<file path="src/rtl/fragtest_pkg.sv">
package fragtest_pkg;
  localparam int CFG_W    = 16;
  localparam int ALPHA_W  = 8;
  localparam int FN_W     = 3;
  localparam int ZCFG_W   = 2 + FN_W;
  localparam int AMODE_W  = ALPHA_W + FN_W;

  typedef enum logic [FN_W-1:0] {
    CMP_NEVER  = 3'd0,
    CMP_LT     = 3'd1,
    CMP_EQ     = 3'd2,
    CMP_LE     = 3'd3,
    CMP_GT     = 3'd4,
    CMP_NE     = 3'd5,
    CMP_GE     = 3'd6,
    CMP_ALWAYS = 3'd7
  } cmp_fn_e;

  // bit 4 update, bits 3:1 function, bit 0 test enable
  typedef struct packed {
    logic    upd;
    cmp_fn_e fn;
    logic    en;
  } zcfg_t;

  // bits 10:8 function, bits 7:0 threshold
  typedef struct packed {
    cmp_fn_e            fn;
    logic [ALPHA_W-1:0] thr;
  } amode_t;
endpackage

</file>
<file path="src/rtl/frag_cmp.sv">
module frag_cmp
  import fragtest_pkg::*;
#(
  parameter int W = 8
) (
  input  cmp_fn_e        fn_i,
  input  logic [W-1:0]   lhs_i,
  input  logic [W-1:0]   rhs_i,
  output logic           res_o
);
  logic lt, eq;

  always_comb begin
    lt = lhs_i < rhs_i;
    eq = lhs_i == rhs_i;
    unique case (fn_i)
      CMP_NEVER:  res_o = 1'b0;
      CMP_LT:     res_o = lt;
      CMP_EQ:     res_o = eq;
      CMP_LE:     res_o = lt | eq;
      CMP_GT:     res_o = ~(lt | eq);
      CMP_NE:     res_o = ~eq;
      CMP_GE:     res_o = ~lt;
      default:    res_o = 1'b1;
    endcase
  end
endmodule

</file>
<file path="src/rtl/frag_cfg_regs.sv">
module frag_cfg_regs
  import fragtest_pkg::*;
(
  input  logic             clk_i,
  input  logic             rst_ni,
  input  logic             we_i,
  input  logic             sel_i,
  input  logic [CFG_W-1:0] wdata_i,
  output logic [CFG_W-1:0] rdata_o,
  output zcfg_t            zcfg_o,
  output amode_t           amode_o
);
  zcfg_t  zcfg_q, zcfg_d;
  amode_t amode_q, amode_d;
  logic   z_en, a_en;

  always_comb begin
    z_en    = we_i & ~sel_i;
    a_en    = we_i &  sel_i;
    zcfg_d  = zcfg_t'(wdata_i[ZCFG_W-1:0]);
    amode_d = amode_t'(wdata_i[AMODE_W-1:0]);
  end

  always_ff @(posedge clk_i or negedge rst_ni) begin
    if (!rst_ni) begin
      zcfg_q  <= '0;
      amode_q <= '0;
    end else begin
      if (z_en) zcfg_q  <= zcfg_d;
      if (a_en) amode_q <= amode_d;
    end
  end

  always_comb begin
    rdata_o = '0;
    if (sel_i) rdata_o[AMODE_W-1:0] = amode_q;
    else       rdata_o[ZCFG_W-1:0]  = zcfg_q;
  end

  assign zcfg_o  = zcfg_q;
  assign amode_o = amode_q;

  p_zcfg_load_r2: assert property (@(posedge clk_i) disable iff (!rst_ni)
    (we_i && !sel_i) |=> (zcfg_o == $past(wdata_i[ZCFG_W-1:0])));
  p_amode_load_r2: assert property (@(posedge clk_i) disable iff (!rst_ni)
    (we_i && sel_i) |=> (amode_o == $past(wdata_i[AMODE_W-1:0])));
endmodule

</file>
<file path="src/rtl/frag_test_unit.sv">
module frag_test_unit
  import fragtest_pkg::*;
#(
  parameter int ZW = 24
) (
  input  logic               clk_i,
  input  logic               rst_ni,
  input  logic               cfg_we_i,
  input  logic               cfg_sel_i,
  input  logic [CFG_W-1:0]   cfg_wdata_i,
  output logic [CFG_W-1:0]   cfg_rdata_o,
  input  logic               in_valid_i,
  output logic               in_ready_o,
  input  logic [ZW-1:0]      frag_z_i,
  input  logic [ZW-1:0]      stored_z_i,
  input  logic [ALPHA_W-1:0] frag_alpha_i,
  output logic               out_valid_o,
  input  logic               out_ready_i,
  output logic               out_pass_o,
  output logic               out_zwrite_o
);
  localparam int SYNC_N = 2;

  logic [SYNC_N-1:0] rst_sync_q, rst_sync_d;
  logic              rst_int_n;

  always_comb rst_sync_d = {rst_sync_q[SYNC_N-2:0], 1'b1};

  always_ff @(posedge clk_i or negedge rst_ni) begin
    if (!rst_ni) rst_sync_q <= '0;
    else         rst_sync_q <= rst_sync_d;
  end
  assign rst_int_n = rst_sync_q[SYNC_N-1];

  zcfg_t  zcfg;
  amode_t amode;

  frag_cfg_regs u_regs (
    .clk_i   (clk_i),
    .rst_ni  (rst_int_n),
    .we_i    (cfg_we_i),
    .sel_i   (cfg_sel_i),
    .wdata_i (cfg_wdata_i),
    .rdata_o (cfg_rdata_o),
    .zcfg_o  (zcfg),
    .amode_o (amode)
  );

  logic z_cmp, a_cmp;

  frag_cmp #(.W(ZW)) u_zcmp (
    .fn_i  (zcfg.fn),
    .lhs_i (frag_z_i),
    .rhs_i (stored_z_i),
    .res_o (z_cmp)
  );

  frag_cmp #(.W(ALPHA_W)) u_acmp (
    .fn_i  (amode.fn),
    .lhs_i (frag_alpha_i),
    .rhs_i (amode.thr),
    .res_o (a_cmp)
  );

  logic z_ok, pass_d, zw_d, accept, load_en;
  logic valid_d, valid_q, pass_q, zw_q;

  always_comb begin
    z_ok       = ~zcfg.en | z_cmp;
    pass_d     = z_ok & a_cmp;
    zw_d       = zcfg.en & zcfg.upd & pass_d;
    in_ready_o = ~valid_q | out_ready_i;
    accept     = in_valid_i & in_ready_o;
    load_en    = accept;
    valid_d    = accept | (valid_q & ~out_ready_i);
  end

  always_ff @(posedge clk_i or negedge rst_int_n) begin
    if (!rst_int_n) begin
      valid_q <= 1'b0;
      pass_q  <= 1'b0;
      zw_q    <= 1'b0;
    end else begin
      valid_q <= valid_d;
      if (load_en) begin
        pass_q <= pass_d;
        zw_q   <= zw_d;
      end
    end
  end

  assign out_valid_o  = valid_q;
  assign out_pass_o   = pass_q;
  assign out_zwrite_o = zw_q;

  p_accept_shows_r8: assert property (@(posedge clk_i) disable iff (!rst_int_n)
    (in_valid_i && in_ready_o) |=> out_valid_o);
  p_hold_stable_r8: assert property (@(posedge clk_i) disable iff (!rst_int_n)
    (out_valid_o && !out_ready_i) |=> (out_valid_o && $stable({out_pass_o, out_zwrite_o})));
  p_zoff_nowrite_r4: assert property (@(posedge clk_i) disable iff (!rst_int_n)
    (in_valid_i && in_ready_o && !zcfg.en) |=> !out_zwrite_o);
  p_alpha_never_r5: assert property (@(posedge clk_i) disable iff (!rst_int_n)
    (in_valid_i && in_ready_o && amode.fn == CMP_NEVER) |=> !out_pass_o);
  p_write_needs_pass_r7: assert property (@(posedge clk_i) disable iff (!rst_int_n)
    (out_valid_o && out_zwrite_o) |-> out_pass_o);
endmodule

</file>
<file path="config.mk">
export PLATFORM = sky130hd
export DESIGN_NAME = frag_test_unit
export DESIGN_NICKNAME = d
export VERILOG_FILES = /design/src/rtl/fragtest_pkg.sv /design/src/rtl/frag_cmp.sv /design/src/rtl/frag_cfg_regs.sv /design/src/rtl/frag_test_unit.sv
export SDC_FILE = /design/constraint.sdc
export NUM_CORES = 1
export LEC_CHECK = 0
export ABC_AREA = 1
export BUFFER_PORTS_ARGS = -buffer_cell sky130_fd_sc_hd__buf_2
export CORE_MARGIN = 1
export CORE_UTILIZATION = 25
export DETAILED_ROUTE_END_ITERATION = 8
export GPL_TIMING_DRIVEN = 0
export PLACE_DENSITY = 0.57
export SLEW_MARGIN = 20
export SYNTH_ARGS = -nofsm -noshare
export SYNTH_HDL_FRONTEND = slang
export SYNTH_SLANG_ARGS = --single-unit
</file>
<file path="constraint.sdc">
create_clock -name clk_i -period 1.68 [get_ports clk_i]
set_clock_uncertainty 0.2 [all_clocks]
set_input_delay 0.336 -clock clk_i [delete_from_list [all_inputs] [get_ports clk_i]]
set_output_delay 0.336 -clock clk_i [all_outputs]
set_load 0.05 [all_outputs]
</file>
==> out/qor.yml <==
clocking:
  clockBufferDepth: 2
  cts_buffers: 3
  clk_latency_ps: 260
  cts_tree: "done"
  cts.clk_slew.worst_paths_ps: 80
  htreeDepth: 1
  cts.sinks: 21
  root_buffer: "clkbuf_8"
worst_hold_path:
  hold_path.class: "in2reg"
sta:
  hold_viol_final: 0
  fin_ws_ps: -209.0
  tightest_slew_ps: 810.3
  rsz0062_at_grt: "true"
  finalMaxSlewViolations: 0
  relSlewSlack_pct: 45.98
  hold_ws_ps: 74.39
  fin_crit_sh_pct: 112.4
  period_minus_slack_ps: 1889
  timing.fmax_mhz: 529.4
  setup_viol: 2
pwr:
  peakVddDrop_v: 0.0003833
  clkPwrFrac_pct: 18.0
  pwr-share-seq_pct: 33.4
  swShare_pct: 41.36
  switching_power_mw: 0.7756
  power.internal_mw: 1.100
  power_leakage_nw: 1.639
  powerDensity_mw_per_mm2: 630.8
  p_comb_share_pct: 48.6
logic_synthesis:
  ys.flop_type: "dfrtp_1"
  syn-cell-area_sq_mm: 0.001974
  synth-seq-cells: 21
  yosysTopAreaCell: "dfrtp_1"
  synth.avg_cell_area_sq_um: 6.928
  yosysMostFrequentCell: "nand2_1"
  synth_edf_count: 0
  syn_inst: 285
  ys_types: 26
  synth_area_leaders: "dfrtp_1, ha_1, nand2_1"
  synthArstFlopShare_pct: 100.0
  yosysTopAreaCellShare_pct: 26.62
  yosys_warnings: 0
  ys_seq_area_share_pct: 26.62
  synthTopCellsByCount: "nand2_1, inv_1, ha_1"
drt:
  via_per_inst: 4.192
  num_vias: 2050
  ant_nets: 0
  drc: 0
  drt_iter0_drc: 37
  drtPass1Iterations: 4
  wl_per_cell_um: 10.05
  drt_wl_total_um: 4916
worst_setup_path:
  worstPathMaxFanout: 3
  cp-start-kind: "flop"
  cp_num_buf_inv: 3
  worstPathCellList: "inv_2 -> ha_4 -> inv_4 -> nor2_2 -> nor2_1 -> o21ai_1 -> nand2_1 -> nand2_2 -> o21ai_2 -> inv_2 -> nor2_2 -> a21oi_2 -> nand3_1 -> nand2_1"
  cp.required_ps: 1640
  cp_slowest_cell: "dfrtp_1"
  crit_arrival_ps: 1850
  cp-end-kind: "flop"
  critPathTopFamily: "simple AND/OR/NAND/NOR gates"
  crit_type: "reg2reg"
  cpPeakStageDelay_ps: 400
placed_design:
  place_inst: 478
  io_buffers: 87
  gp_congestion: 0.7871
  place_area_sq_mm: 0.002716
  dp_hpwl_um: 3980
  post-place-ws_ps: -394.3
floorplanning:
  fp.dieW_um: 90.87
  die_h_um: 90.87
  ioPinCount: 98
  rows: 32
  initial_core_util_pct: 25.68
  core_sq_mm: 0.007687
  design.die.area_sq_mm: 0.008257
final_layout:
  design_area_sq_mm: 0.002973
  regArea_sq_um: 528.0
  fillers: 826
  layout-drive-gt1-share_pct: 44.44
  area_growth_pct: 50.57
  antennaDiodeCount: 0
  layout.nets: 498
  fin_cells: 489
  finish.utilization_pct: 38.67
  multi_input_area_sq_mm: 0.001454
grt:
  grtUsageTotal_pct: 12.46
  antenna_found_initial: 0
  grt_pass1_vias: 2072
  grt_max_degree: 20
  grt_overflow_total: 0
  grt_pass1_wl_um: 8631
status:
  status: "complete, but fails checks"
  violations: "setup timing"
flow_run:
  cap_viol_max_count: 0
==> worst paths after layout <==
path                              startpoint               end  slack (ps)  cells past startpoint
min                               in_valid_i       out_valid_o          70                      3
max reg2reg                u_regs.amode_o[1]      out_zwrite_o        -210                     14
max                        u_regs.amode_o[1]      out_zwrite_o        -210                     14
min in group asynchronous      rst_sync_q[1]       out_valid_o         140                      0
min reg2reg                    rst_sync_q[1]       out_valid_o         140                      0
max in group asynchronous      rst_sync_q[1]  u_regs.zcfg_o[2]         580                      0
==> power by group through the flow <==
stage	Combinational (mW)	Sequential, mW	Clock, mW
6_report	0.911	0.627	0.338
4_1_cts	0.874	0.632	0.348
5_1_grt	1.02	0.637	0.363
3_3_place_gp	0.768	0.638	0
3_5_place_dp	0.781	0.639	0
2_1_floorplan	0.528	0.660	0
==> layer usage <==
layer,part of all wire [%],up-vias,wire length [um],global-route usage [%]
li1,-,1079,-,-
met1,42,903,2043,14.10
met2,50,65,2448,23.93
met3,8.2,3,402,2.694
met4,0.45,0,22,2.116
met5,0,-,0,0
==> cell type report <==
cell class | instances | share of cell area [%]
Tap cell | 102 | 4.293
Timing Repair Buffer | 94 | 17.30
Sequential cell | 21 | 17.76
Clock buffer | 4 | 1.515
Buffer | 8 | 1.768
Inverter | 63 | 8.460
Multi-Input combinational cell | 197 | 48.91
==> state kept, by name, summed over array words and instances, names as in the netlist <==
| signal | count |
|---|---|
| out_valid_o | 1 |
| rst_sync_q | 2 |
| u_regs.zcfg_o | 5 |
| out_pass_o | 1 |
| out_zwrite_o | 1 |
| u_regs.amode_o | 11 |
==> through the flow <==
step                      total power [mW]  setup TNS (ps)
after CTS                            1.854          -396.8
after floorplan                      1.188          -228.4
final                                1.875          -407.6
after global placement               1.406           -2519
after detailed placement             1.420           -2702
after global routing                 2.020          -750.4
==> cells by family (layout without fill, tap and decap cells) <==
| group | after synthesis | after routing | synth area share (%) |
|---|---|---|---|
| AOI/OAI and AO/OA | 41 | 41 | 11.22 |
| adders and majority gates | 32 | 32 | 20.28 |
| buffers and inverters | 71 | 169 | 14.45 |
| DFF | 21 | 21 | 26.62 |
| muxes | 1 | 1 | 0.5703 |
| other | 2 | 6 | 0.3804 |
| and+or+nand+nor | 117 | 117 | 26.49 |
==> worst reg2reg max path: cells and delay by family (launching register included) <==
family	cells	cell delay [ps]
AOI/OAI and AO/OA	3	310
buffers and inverters	3	190
and+or+nand+nor	7	490
DFF	1	400
adders and majority gates	1	200
==> placed cells by master, fill, tap and decap left out, types with 2 or more instances in the layout <==
cell	instances
ha_1	16
buf_4	12
buf_6	3
nor2_4	5
o21ai_0	11
inv_1	42
o21ai_1	5
a21o_1	2
a21oi_1	14
nand3_2	2
nor2_1	15
dfrtp_1	19
nor3_1	3
a21oi_2	4
nor2_2	2
clkbuf_8	3
nand2_2	8
o21ai_2	5
clkbuf_1	3
nand2_1	67
clkbuf_4	2
ha_4	16
nand3_1	8
buf_2	82
nand4_1	2
conb_1	6
inv_2	18
dfrtp_2	2
nand2_4	2
==> timing repair <==
item / 4_1_cts / 5_1_grt
hold endpoints to repair: 2 / 0
pin swaps: 9 / 7
hold buffers: 1 / 0
resized for setup: 28 / 11
setup endpoints to repair: 12 / 11
buffers inserted: 4 / 2
(Power assumes the default switching activity.)
